$ cat config.mk
export PLATFORM = sky130hd
export DESIGN_NAME = stall_repair_trigger
export DESIGN_NICKNAME = d
export VERILOG_FILES = /design/src/rtl/stall_trig_pkg.sv /design/src/rtl/quality_bar.sv /design/src/rtl/stall_tracker.sv /design/src/rtl/trigger_ctrl.sv /design/src/rtl/stall_repair_trigger.sv
export SDC_FILE = /design/constraint.sdc
export NUM_CORES = 1
export LEC_CHECK = 0
export ABC_AREA = 1
export CAP_MARGIN = 20
export CELL_PAD_IN_SITES_DETAIL_PLACEMENT = 0
export CELL_PAD_IN_SITES_GLOBAL_PLACEMENT = 2
export CORE_UTILIZATION = 25
export CTS_BUF_LIST = sky130_fd_sc_hd__clkbuf_4
export CTS_CLUSTER_SIZE = 20
export DETAILED_ROUTE_END_ITERATION = 10
export PLACE_DENSITY = 0.72
export REMOVE_ABC_BUFFERS = 1
export SLEW_MARGIN = 10
export SYNTH_ARGS = -nofsm -noshare
export SYNTH_HDL_FRONTEND = slang
export SYNTH_SLANG_ARGS = --single-unit
$ cat constraint.sdc
create_clock -name clk -period 33 [get_ports clk]
set_clock_uncertainty 0.15 [all_clocks]
set_input_delay 9.9 -clock clk [delete_from_list [all_inputs] [get_ports clk]]
set_output_delay 9.9 -clock clk [all_outputs]
set_load 0.01 [all_outputs]
$ cat src/rtl/stall_trig_pkg.sv
package stall_trig_pkg;

    typedef enum logic [0:0] {
        RUN_EVOLVE = 1'b0,
        RUN_ENDED  = 1'b1
    } run_state_e;

    // Decision taken for one accepted generation strobe
    typedef struct packed {
        logic accept;   // strobe is live (running, not restarting)
        logic above;    // fitness meets the quality bar
        logic step;     // strobe updates the stall tracker
        logic fire;     // repair is requested
    } gen_decision_t;

    localparam int PCT_DEN = 100;

endpackage

$ cat src/rtl/quality_bar.sv
module quality_bar #(
    parameter int FIT_W = 16,
    parameter int PCT   = 95
) (
    input  logic             clk,
    input  logic             rst,
    input  logic             load,
    input  logic [FIT_W-1:0] max_fit,
    output logic [FIT_W-1:0] bar
);
    import stall_trig_pkg::*;

    localparam int PROD_W = FIT_W + 8;

    logic [PROD_W-1:0] product;
    logic [PROD_W-1:0] scaled;

    always_comb begin
        product = PROD_W'(max_fit) * PROD_W'(PCT);
        scaled  = product / PROD_W'(PCT_DEN);
    end

    always_ff @(posedge clk) begin
        if (rst) begin
            bar <= '1;
        end else if (load) begin
            bar <= scaled[FIT_W-1:0];
        end
    end
endmodule

$ cat src/rtl/stall_tracker.sv
module stall_tracker #(
    parameter int FIT_W = 16,
    parameter int CNT_W = 9
) (
    input  logic             clk,
    input  logic             rst,
    input  logic             clear,
    input  logic             step,
    input  logic [FIT_W-1:0] fitness,
    output logic             have_prev,
    output logic [CNT_W-1:0] count,
    output logic [CNT_W-1:0] count_next
);
    localparam logic [CNT_W-1:0] CNT_MAX = '1;

    logic [FIT_W-1:0] prev_best;

    always_comb begin
        if (fitness != prev_best) begin
            count_next = '0;
        end else if (count == CNT_MAX) begin
            count_next = count;
        end else begin
            count_next = count + 1'b1;
        end
    end

    always_ff @(posedge clk) begin
        if (rst || clear) begin
            prev_best <= '0;
            have_prev <= 1'b0;
            count     <= '0;
        end else if (step) begin
            prev_best <= fitness;
            have_prev <= 1'b1;
            if (have_prev) begin
                count <= count_next;
            end
        end
    end
endmodule

$ cat src/rtl/trigger_ctrl.sv
module trigger_ctrl (
    input  logic clk,
    input  logic rst,
    input  logic restart,
    input  logic fire_req,
    output logic fire,
    output logic running
);
    import stall_trig_pkg::*;

    run_state_e state;

    always_ff @(posedge clk) begin
        if (rst || restart) begin
            state <= RUN_EVOLVE;
            fire  <= 1'b0;
        end else begin
            fire <= 1'b0;
            if (state == RUN_EVOLVE && fire_req) begin
                state <= RUN_ENDED;
                fire  <= 1'b1;
            end
        end
    end

    assign running = (state == RUN_EVOLVE);
endmodule

$ cat src/rtl/stall_repair_trigger.sv
module stall_repair_trigger #(
    parameter int FIT_W = 16,
    parameter int CNT_W = 9,
    parameter int PCT   = 95,
    localparam int LIM_W = CNT_W + 1
) (
    input  logic             clk,
    input  logic             rst,
    input  logic             restart,
    input  logic             cfg_load,
    input  logic [FIT_W-1:0] cfg_max_fit,
    input  logic [LIM_W-1:0] stall_limit,
    input  logic             gen_valid,
    input  logic [FIT_W-1:0] gen_fitness,
    output logic             repair_fire,
    output logic [CNT_W-1:0] stall_count,
    output logic             busy,
    output logic             done
);
    import stall_trig_pkg::*;

    logic [FIT_W-1:0] bar;
    logic             have_prev;
    logic [CNT_W-1:0] cnt_next;
    logic             running;
    gen_decision_t    dec;

    quality_bar #(.FIT_W(FIT_W), .PCT(PCT)) u_bar (
        .clk     (clk),
        .rst     (rst),
        .load    (cfg_load),
        .max_fit (cfg_max_fit),
        .bar     (bar)
    );

    always_comb begin
        dec.accept = gen_valid && running && !restart;
        dec.above  = (gen_fitness >= bar);
        dec.step   = dec.accept && !dec.above;
        dec.fire   = dec.accept &&
                     (dec.above ||
                      (have_prev && ({1'b0, cnt_next} >= stall_limit)));
    end

    stall_tracker #(.FIT_W(FIT_W), .CNT_W(CNT_W)) u_track (
        .clk        (clk),
        .rst        (rst),
        .clear      (restart),
        .step       (dec.step),
        .fitness    (gen_fitness),
        .have_prev  (have_prev),
        .count      (stall_count),
        .count_next (cnt_next)
    );

    trigger_ctrl u_ctrl (
        .clk      (clk),
        .rst      (rst),
        .restart  (restart),
        .fire_req (dec.fire),
        .fire     (repair_fire),
        .running  (running)
    );

    assign busy = running;
    assign done = !running;
endmodule

# Word level (Yosys, flattened, before mapping)
# Cells that the tools add are included.
# totals
wordCells	28
rom_bits	0
latchBits	0
ramBits	0
memories	0
ff_bits	44
out_inout_bits	12
# op_classes
addsub	1
n_div	1
n_eq_ne	2
bitwise	1
mul	1
n_lt_le_gt_ge	2
shift	0
muxes	3
n_reduce_logical	11
# ops
cell	n
$div 23x7->24 const B	1
$mul 16x7->23 const B	1
$mux 9	2
$ge 16x16->1	1
$ne 16x16->1	1
$ge 9x10->1	1
$add 9x1->9 const B	1
$eq 9x9->1 const B	1
$logic_and 1x1->1	6
$logic_not 1->1	2
$logic_or 1x1->1	2
$reduce_and 2->1	1
$mux 1	1
$not 1->1	1

# Logic depth before layout (Yosys ltp)
# Gate-level depths: netlist (run 1).
# logic_depth
ltp_word	9
depth_mapped	104
mapped_depth_nobuf	104

# Cells and area by module
# From an unflattened synthesis (run 1), not the netlist that was laid out.
# hier_totals
hier_cells	1386
area_unflattened_um2	8738.4
# modules_own_cells
mod	cells_each	instances	seq_area_each_um2	area_per_inst_um2
quality_bar	1010	1	320.3	6374.9
stall_tracker	241	1	520.5	1550.2
stall_repair_trigger	125	1	0.0	738.2
trigger_ctrl	10	1	40.0	75.1

# Worst setup path before layout (run 1)
# No wires, ideal clock.
# synth_timing
path_type	input-to-reg
from	input cfg_max_fit[12]
to	register u_bar.bar[0]
path_slack_ns	13.466
stages	86
arrival_time_ns	19.270
required_ns	32.735
path_cell_list	inv_1 > fa_1 > inv_1 > fa_1 > inv_1 > fa_1 > fa_1 > inv_1 > ha_1 > nand2_1 > inv_1 > nand2_1 > nand2_1 > a21oi_1 > nand3_1 > nand2_1 > nand2_1 > nor2_4 > [50 not listed] > nand2_2 > nand2_4 > nand2_1 > nand2_2 > nor2_4 > nand2_4 > nand3_1 > nand4_1 > nand2_2 > nand2_4 > nand2_2 > nand2_2 > nor2_1 > nand2_1 > nand2_1 > nand3_1 > nand3_1 > nand2_1
# synth_between
elab_chain_cells	2
# synth_lines
element	line	text
from (decl)	stall_repair_trigger.sv:11	input logic [FIT_W-1:0] cfg_max_fit,
$mul 16x7->23	quality_bar.sv:19	product = PROD_W'(max_fit) * PROD_W'(PCT);
$div 23x7->24	quality_bar.sv:20	scaled = product / PROD_W'(PCT_DEN);
to (signal assigned)	quality_bar.sv:27	bar <= scaled[FIT_W-1:0];
to (decl)	quality_bar.sv:9	output logic [FIT_W-1:0] bar
# No other way between the ends.
# A chain may end at the register's enable or synchronous reset.

# Final worst setup path (run 1)
# layout_timing
from	input cfg_max_fit[11]
to	register u_bar.bar[0]
# The elaborated chain is that of the path after synthesis.

==> Flow_metrics.wiki, run 1 <==
{| class="wikitable"
! Metric !! Value
|-
| Peak fanout along the critical path || 7
|-
| Async S/R FF share, synth || 0%
|-
| Syn. warnings || 0
|-
| Status || finished, final reports clean
|-
| Most frequent cell after synthesis || sky130_fd_sc_hd__nand2_1
|-
| Number of synthesized flops with an enable pin || 0
|-
| Residual antenna-violating net count after detailed routing || 0
|-
| Die area || 0.0330 mm^2
|-
| Vias in the first global route || 7,327
|-
| Average wire per standard cell || 11.5 um
|-
| Overall routed net length || 19,500 um
|-
| Vias/cell || 4.34
|-
| Slowest CP cell || sky130_fd_sc_hd__clkdlybuf4s50_1
|-
| Core region area || 0.0316 mm^2
|-
| Total number of placement rows || 65
|-
| Endpoint of the most critical register-to-register path || u_track.count[8]
|-
| Signal arrival time at the worst endpoint || 21.34 ns
|-
| Critical path start-end classification || in2reg
|-
| DRC violation count after routing || 0
|-
| Number of non-filler instances in the completed layout || 1,703
|-
| Worst stage delay on the critical path || 0.64 ns
|-
| Startpoint class of the critical path || input pin
|-
| CTS Sinks || 44
|-
| Max-capacitance violation count || 0
|-
| Clk slew on worst S/H paths || 0.13 ns
|-
| Yosys top cell by area || sky130_fd_sc_hd__fa_1
|-
| Register cell area after layout || 881 um^2
|-
| Number of placed I/O pins || 59
|-
| Initial DRC count || 347
|-
| Startpoint of the most critical register-to-register path || u_bar.bar[1]
|-
| Count of H-tree levels built during CTS || 2
|-
| Type of destination of the critical path || flop
|-
| Dominant cells by area after synthesis || sky130_fd_sc_hd__fa_1, sky130_fd_sc_hd__nand2_1, sky130_fd_sc_hd__ha_1, sky130_fd_sc_hd__inv_1, sky130_fd_sc_hd__dfxtp_1
|-
| Min-Delay Path Class || reg2reg
|-
| Final-layout fill cell count || 3,575
|-
| CP dominant cell by count || sky130_fd_sc_hd__nand2_2
|-
| Average instance area after synthesis || 6.48 um^2
|-
| Cells on Worst Hold Path || 2
|-
| Top cells by count, synth || sky130_fd_sc_hd__nand2_1, sky130_fd_sc_hd__inv_1, sky130_fd_sc_hd__nor2_1, sky130_fd_sc_hd__nand3_1, sky130_fd_sc_hd__ha_1
|-
| HPWL Detailed || 16,700 um
|-
| Predominant post-synthesis flop cell || sky130_fd_sc_hd__dfxtp_1
|-
| Flip-flop and latch count after synthesis || 44
|-
| Chip height || 182 um
|-
| Die width || 182 um
|-
| Pin count of the biggest net entering global routing || 33
|-
| Worst slew slack as a fraction of its limit || 38.0%
|-
| Number of antenna violations at the first check in global routing || 0
|-
| Setup Fix Bufs, Post-CTS || 0
|-
| Synth top area share || 13.4%
|-
| Cell at the root of the clock tree || sky130_fd_sc_hd__clkbuf_4
|-
| Unrepaired setup endpoints after global routing || false
|-
| # port buffers || 58
|-
| Time the final worst path needs with I/O delays and setup || 21.23 ns
|-
| DRT Pass-1 Iters || 5
|-
| Synth-to-layout area growth || 13.8%
|-
| Startpoint of the worst hold path || u_bar.bar[11]
|-
| Initial Utilization || 25.5%
|-
| Cell Count Post-Placement || 1,696
|-
| Vias || 7,387
|-
| Transition at the pin with the smallest max-transition slack || 0.929 ns
|-
| Worst-skew pair later-pin latency || 0.38 ns
|-
| Highest Clock Rate || 47.1 MHz
|-
| Layout cell share with drive strength beyond 1 || 10.9%
|-
| R2R setup slack || 28.17 ns
|-
| Tcrit/Tclk final || 64.3%
|-
| Syn Inst Count || 1,245
|-
| Area of combinational cells with multiple inputs || 0.00615 mm^2
|-
| Final setup viols || 0
|-
| Post-synthesis instance area || 0.00806 mm^2
|-
| Overall routing resource usage || 12.5%
|-
| Clock Tree Buf Depth || 2
|-
| CTS tree || done
|-
| Sequential element share of the synthesized area || 10.9%
|-
| Final hold violations || 0
|-
| Total number of nets in the final design || 1,480
|-
| Wire length of the first global-routing pass || 34,700 um
|-
| Gpl congestion || 0.807
|-
| Setup_tns || 0 ns
|-
| Worst min-delay path endpoint || u_bar.bar[11]
|-
| Total count of max-transition violations in the final report || 0
|-
| Global-route congestion overflow total || 0
|-
| Number of buffers inserted by hold repair at cts || 0
|-
| Cts bufs inserted || 5
|-
| Finished Core Util || 29.0%
|-
| Number of cells traversed by the worst register-to-register path || 18
|-
| Count of different cell masters after synthesis || 44
|-
| Antenna diode instance count || 0
|-
| PostCTS Resize Cnt || 0
|-
| Required @ worst endpoint || 33.12 ns
|}
-- routing by layer --
| metal | share of wire [%] | track usage (%) | vias up |
|---|---|---|---|
| li1 | - | - | 4037 |
| met1 | 51 | 17.1 | 3278 |
| met2 | 47 | 22.0 | 64 |
| met3 | 1.2 | 0.822 | 8 |
| met4 | 0.79 | 1.93 | 0 |
| met5 | 0 | 0 | - |
-- worst max path at each step --
stage	cells after the start	start	slack (ns)	endpoint
after global routing	86	cfg_max_fit[11]	10.50	u_bar.bar[0]
after global placement	83	cfg_max_fit[11]	11.29	u_bar.bar[1]
after CTS	80	cfg_max_fit[11]	11.71	u_bar.bar[0]
after detailed placement	80	cfg_max_fit[11]	11.32	u_bar.bar[0]
after floorplan	86	cfg_max_fit[12]	13.47	u_bar.bar[0]
final	80	cfg_max_fit[11]	11.77	u_bar.bar[0]
-- logic make-up after synthesis --
kind of cell,synth area share (%)
fa+ha+maj,25.5
xor+xnor,3.24
buf+inv,12.8
flops,10.9
simple gates,37.0
compound gates,10.5
-- state kept, by name, summed over array words and instances, names as in the netlist --
| signal | cells |
|---|---|
| u_track.count | 9 |
| u_bar.bar | 16 |
| u_ctrl.fire | 1 |
| u_track.have_prev | 1 |
| u_ctrl.state | 1 |
| u_track.prev_best | 16 |
-- through the flow --
step	area [um^2]	hold WS, ns	worst slack [ns]
after floorplan	8020	0.281	13.47
after global placement	9120	0.302	11.29
after detailed placement	9120	0.311	11.32
after CTS	9170	0.330	11.71
after global routing	9170	0.349	10.50
final	9170	0.320	11.77
-- worst max-delay path, delay by kind of cell --
family	cells	cell delay, ns
buffers and inverters	6	1.05
AND/OR/NAND/NOR	68	7.76
adder cells (fa/ha/maj)	5	2.40
AO/OA/AOI/OAI	1	0.21
-- layout make-up --
type                    count  area share [%]
multi-input cells         925            67.0
inverters                 265            10.8
flip-flops and latches     44            9.60
repair buffers             60            6.49
well taps                 402            5.48
clock buffers               5           0.409
clock inverters             2           0.136
-- layout by cell type (no fill, tap or decap), drive strengths merged --
master	synthesis	final
clkinvlp	0	1
a31o	1	1
o2111ai	1	1
clkinv	4	5
o21ai	73	73
xnor2	16	16
nor3b	1	1
buf	1	2
inv	261	261
a31oi	4	4
nand2	353	353
o221a	1	1
o221ai	1	1
nor4	2	2
clkbuf	10	5
a21oi	53	53
xor2	13	13
a21boi	4	4
ha	78	78
nor3	2	2
a211oi	1	1
and2	2	2
o211ai	1	1
nor2	103	103
a21o	1	1
clkdlybuf4s50	0	58
nand3b	8	8
nand3	89	89
or2	8	8
o21a	12	12
dfxtp	44	44
fa	54	54
nand4	43	43
Power of run 1 is not shown: default switching activity piles up to over one toggle a cycle in this logic, so the estimate is an artifact.
==> run 2, diff against run 1 <==
Clock period 33 ns to 20.5 ns, I/O delays scaled along.
==> run 2 against run 1 <==
Global-route usage up 0.11 points. Hold slack better by 0.00072 ns. Critical path depth up 3. Largest cell class unchanged. Die area unchanged. Sequential share of layout area about the same. Setup slack worse by 8.7 ns. Non-clock buffer count unchanged. Wire length up 0.60%. Flip-flop and latch count unchanged. Utilization up 0.079 points. First-iteration DRC count up 17%. Register-to-register slack worse by 12 ns.
==> Flow_metrics.wiki, run 2 (synthesis results as in run 1) <==
{| class="wikitable"
! Metric !! Value
|-
| Vias in the first global route || 7,482 (+2.1%)
|-
| # port buffers || 58 (unchanged)
|-
| Signal arrival time at the worst endpoint || 17.54 ns (-3.80 ns)
|-
| Initial DRC count || 406 (+17%)
|-
| Vias/cell || 4.36 (+0.54%)
|-
| Biggest regs || u_bar.bar x16, u_track.prev_best x16, u_track.count x9
|-
| Average wire per standard cell || 11.5 um (+0.54%)
|-
| Total number of nets in the final design || 1,480 (unchanged)
|-
| Clk slew on worst S/H paths || 0.14 ns (about the same)
|-
| Type of destination of the critical path || flop
|-
| CP Buf/Inv Count || 7 (+1)
|-
| Highest-count cells in the layout ignoring fill and taps || sky130_fd_sc_hd__nand2_1, sky130_fd_sc_hd__inv_1, sky130_fd_sc_hd__nor2_1
|-
| Number of non-filler instances in the completed layout || 1,704 (+0.059%)
|-
| Core region area || 0.0316 mm^2 (unchanged)
|-
| PostCTS Resize Cnt || 0 (unchanged)
|-
| Slowest CP cell || sky130_fd_sc_hd__clkdlybuf4s50_1
|-
| Cell Count Post-Placement || 1,696 (unchanged)
|-
| Die area || 0.0330 mm^2 (unchanged)
|-
| CP dominant cell by count || sky130_fd_sc_hd__nand2_2
|-
| Critical path start-end classification || in2reg
|-
| Wire length of the first global-routing pass || 35,100 um (+1.1%)
|-
| Count of H-tree levels built during CTS || 2 (unchanged)
|-
| Chip height || 182 um (unchanged)
|-
| Worst stage delay on the critical path || 0.64 ns (about the same)
|-
| Antenna diode instance count || 0 (unchanged)
|-
| Cell at the root of the clock tree || sky130_fd_sc_hd__clkbuf_4
|-
| Number of antenna violations at the first check in global routing || 0 (unchanged)
|-
| Most common cell after layout, fill and taps aside || sky130_fd_sc_hd__nand2_1
|-
| Number of buffers inserted by hold repair at cts || 0 (unchanged)
|-
| Total number of placement rows || 65 (unchanged)
|-
| Final-layout worst hold slack || 0.321 ns (+0.000724 ns)
|-
| Total count of max-transition violations in the final report || 0 (unchanged)
|-
| Clock Tree Buf Depth || 2 (unchanged)
|-
| Worst-skew pair later-pin latency || 0.37 ns (about the same)
|-
| Tcrit/Tclk final || 85.0%
|-
| Setup Fix Bufs, Post-CTS || 0 (unchanged)
|-
| Cell family with most CP delay || simple AND/OR/NAND/NOR gates
|-
| Min-Delay Path Class || reg2reg
|-
| Overall routed net length || 19,700 um (+0.60%)
|-
| Residual antenna-violating net count after detailed routing || 0 (unchanged)
|-
| CTS Sinks || 44 (unchanged)
|-
| Cts bufs inserted || 5 (unchanged)
|-
| Unrepaired setup endpoints after global routing || false
|-
| DRC violation count after routing || 0 (unchanged)
|-
| Pin count of the biggest net entering global routing || 33 (unchanged)
|-
| Number of placed I/O pins || 59 (unchanged)
|-
| Startpoint class of the critical path || input pin
|-
| Transition at the pin with the smallest max-transition slack || 0.920 ns (-0.00922 ns)
|-
| Final hold violations || 0 (unchanged)
|-
| Highest Clock Rate || 57.4 MHz
|-
| Overall routing resource usage || 12.7% (+0.11 points)
|-
| Required @ worst endpoint || 20.62 ns (-12.50 ns)
|-
| Die width || 182 um (unchanged)
|-
| DRT Pass-1 Iters || 5 (unchanged)
|-
| Status || finished, final reports clean
|-
| Setup_tns || 0 ns (unchanged)
|-
| Synth-to-layout area growth || 14.1%
|-
| Max-capacitance violation count || 0 (unchanged)
|-
| Worst slew slack as a fraction of its limit || 38.6% (+0.61 points)
|-
| HPWL Detailed || 16,900 um (+0.87%)
|-
| Global-route congestion overflow total || 0 (unchanged)
|-
| Time the final worst path needs with I/O delays and setup || 17.42 ns
|-
| CTS tree || done
|-
| Vias || 7,431 (+0.60%)
|-
| Gpl congestion || 0.808 (about the same)
|-
| Initial Utilization || 25.5% (unchanged)
|-
| Final setup viols || 0 (unchanged)
|-
| Layout cell share with drive strength beyond 1 || 10.8% (-0.085 points)
|-
| Peak fanout along the critical path || 7 (unchanged)
|}
## run 2: changes by cell type in the layout (fill, tap and decap cells not counted), sizes merged
| cell | delta |
|---|---|
| clkinv | +1 |
| bufinv | +1 |
| clkinvlp | -1 |
## run 2: area by class of cell
class | count | area, um^2
fillers | 3529 | 22400
multi-input cells | 925 | 6150
inverters | 265 | 995
flip-flops and latches | 44 | 881
repair buffers | 60 | 596
well taps | 402 | 503
clock buffers | 5 | 37.5
clock inverters | 3 | 37.5
## run 2: worst register-to-register path, cell delays in order (launching register included)
cell and delay, ns:
sky130_fd_sc_hd__dfxtp_1 0.33, sky130_fd_sc_hd__inv_1 0.06, sky130_fd_sc_hd__ha_1 0.26, sky130_fd_sc_hd__a21boi_0 0.12, sky130_fd_sc_hd__o21a_1 0.18, sky130_fd_sc_hd__o21a_1 0.18, sky130_fd_sc_hd__o21a_1 0.17, sky130_fd_sc_hd__o21a_1 0.16
sky130_fd_sc_hd__o21a_1 0.16, sky130_fd_sc_hd__o21a_1 0.16, sky130_fd_sc_hd__nor2_1 0.15, sky130_fd_sc_hd__o221a_2 0.23, sky130_fd_sc_hd__o221ai_1 0.15, sky130_fd_sc_hd__nor2_1 0.58, sky130_fd_sc_hd__inv_1 0.54, sky130_fd_sc_hd__nor2_1 0.47
sky130_fd_sc_hd__inv_1 0.30, sky130_fd_sc_hd__o21ai_0 0.22, sky130_fd_sc_hd__a21oi_1 0.06
## run 2: layer usage
layer / wire [um] / vias to the layer above / track usage (%)
li1: - / 4040 / -
met1: 10000 / 3307 / 17.2
met2: 9200 / 75 / 22.3
met3: 325 / 9 / 0.862
met4: 143 / 0 / 1.66
met5: 0 / - / 0
## run 2: worst paths after layout
| kind | startpoint | to | slack, ns | cells past startpoint |
|---|---|---|---|---|
| max | cfg_max_fit[11] | u_bar.bar[0] | 3.08 | 83 |
| min | u_bar.bar[11] | u_bar.bar[11] | 0.32 | 2 |
| max reg2reg | u_bar.bar[1] | u_track.count[8] | 15.78 | 18 |
| min reg2reg | u_bar.bar[11] | u_bar.bar[11] | 0.32 | 2 |
## run 2: stage by stage
stage / util, % / area (um^2) / worst slack, ns
finish: 29.1 / 9200 / 3.08
global route: 29.1 / 9200 / 1.61
CTS: 29.1 / 9200 / 2.93
detailed placement: 28.8 / 9120 / 2.54
global placement: 28.8 / 9120 / 2.54
floorplan: - / 8020 / 4.72
Power of run 2 is left out for the same reason.
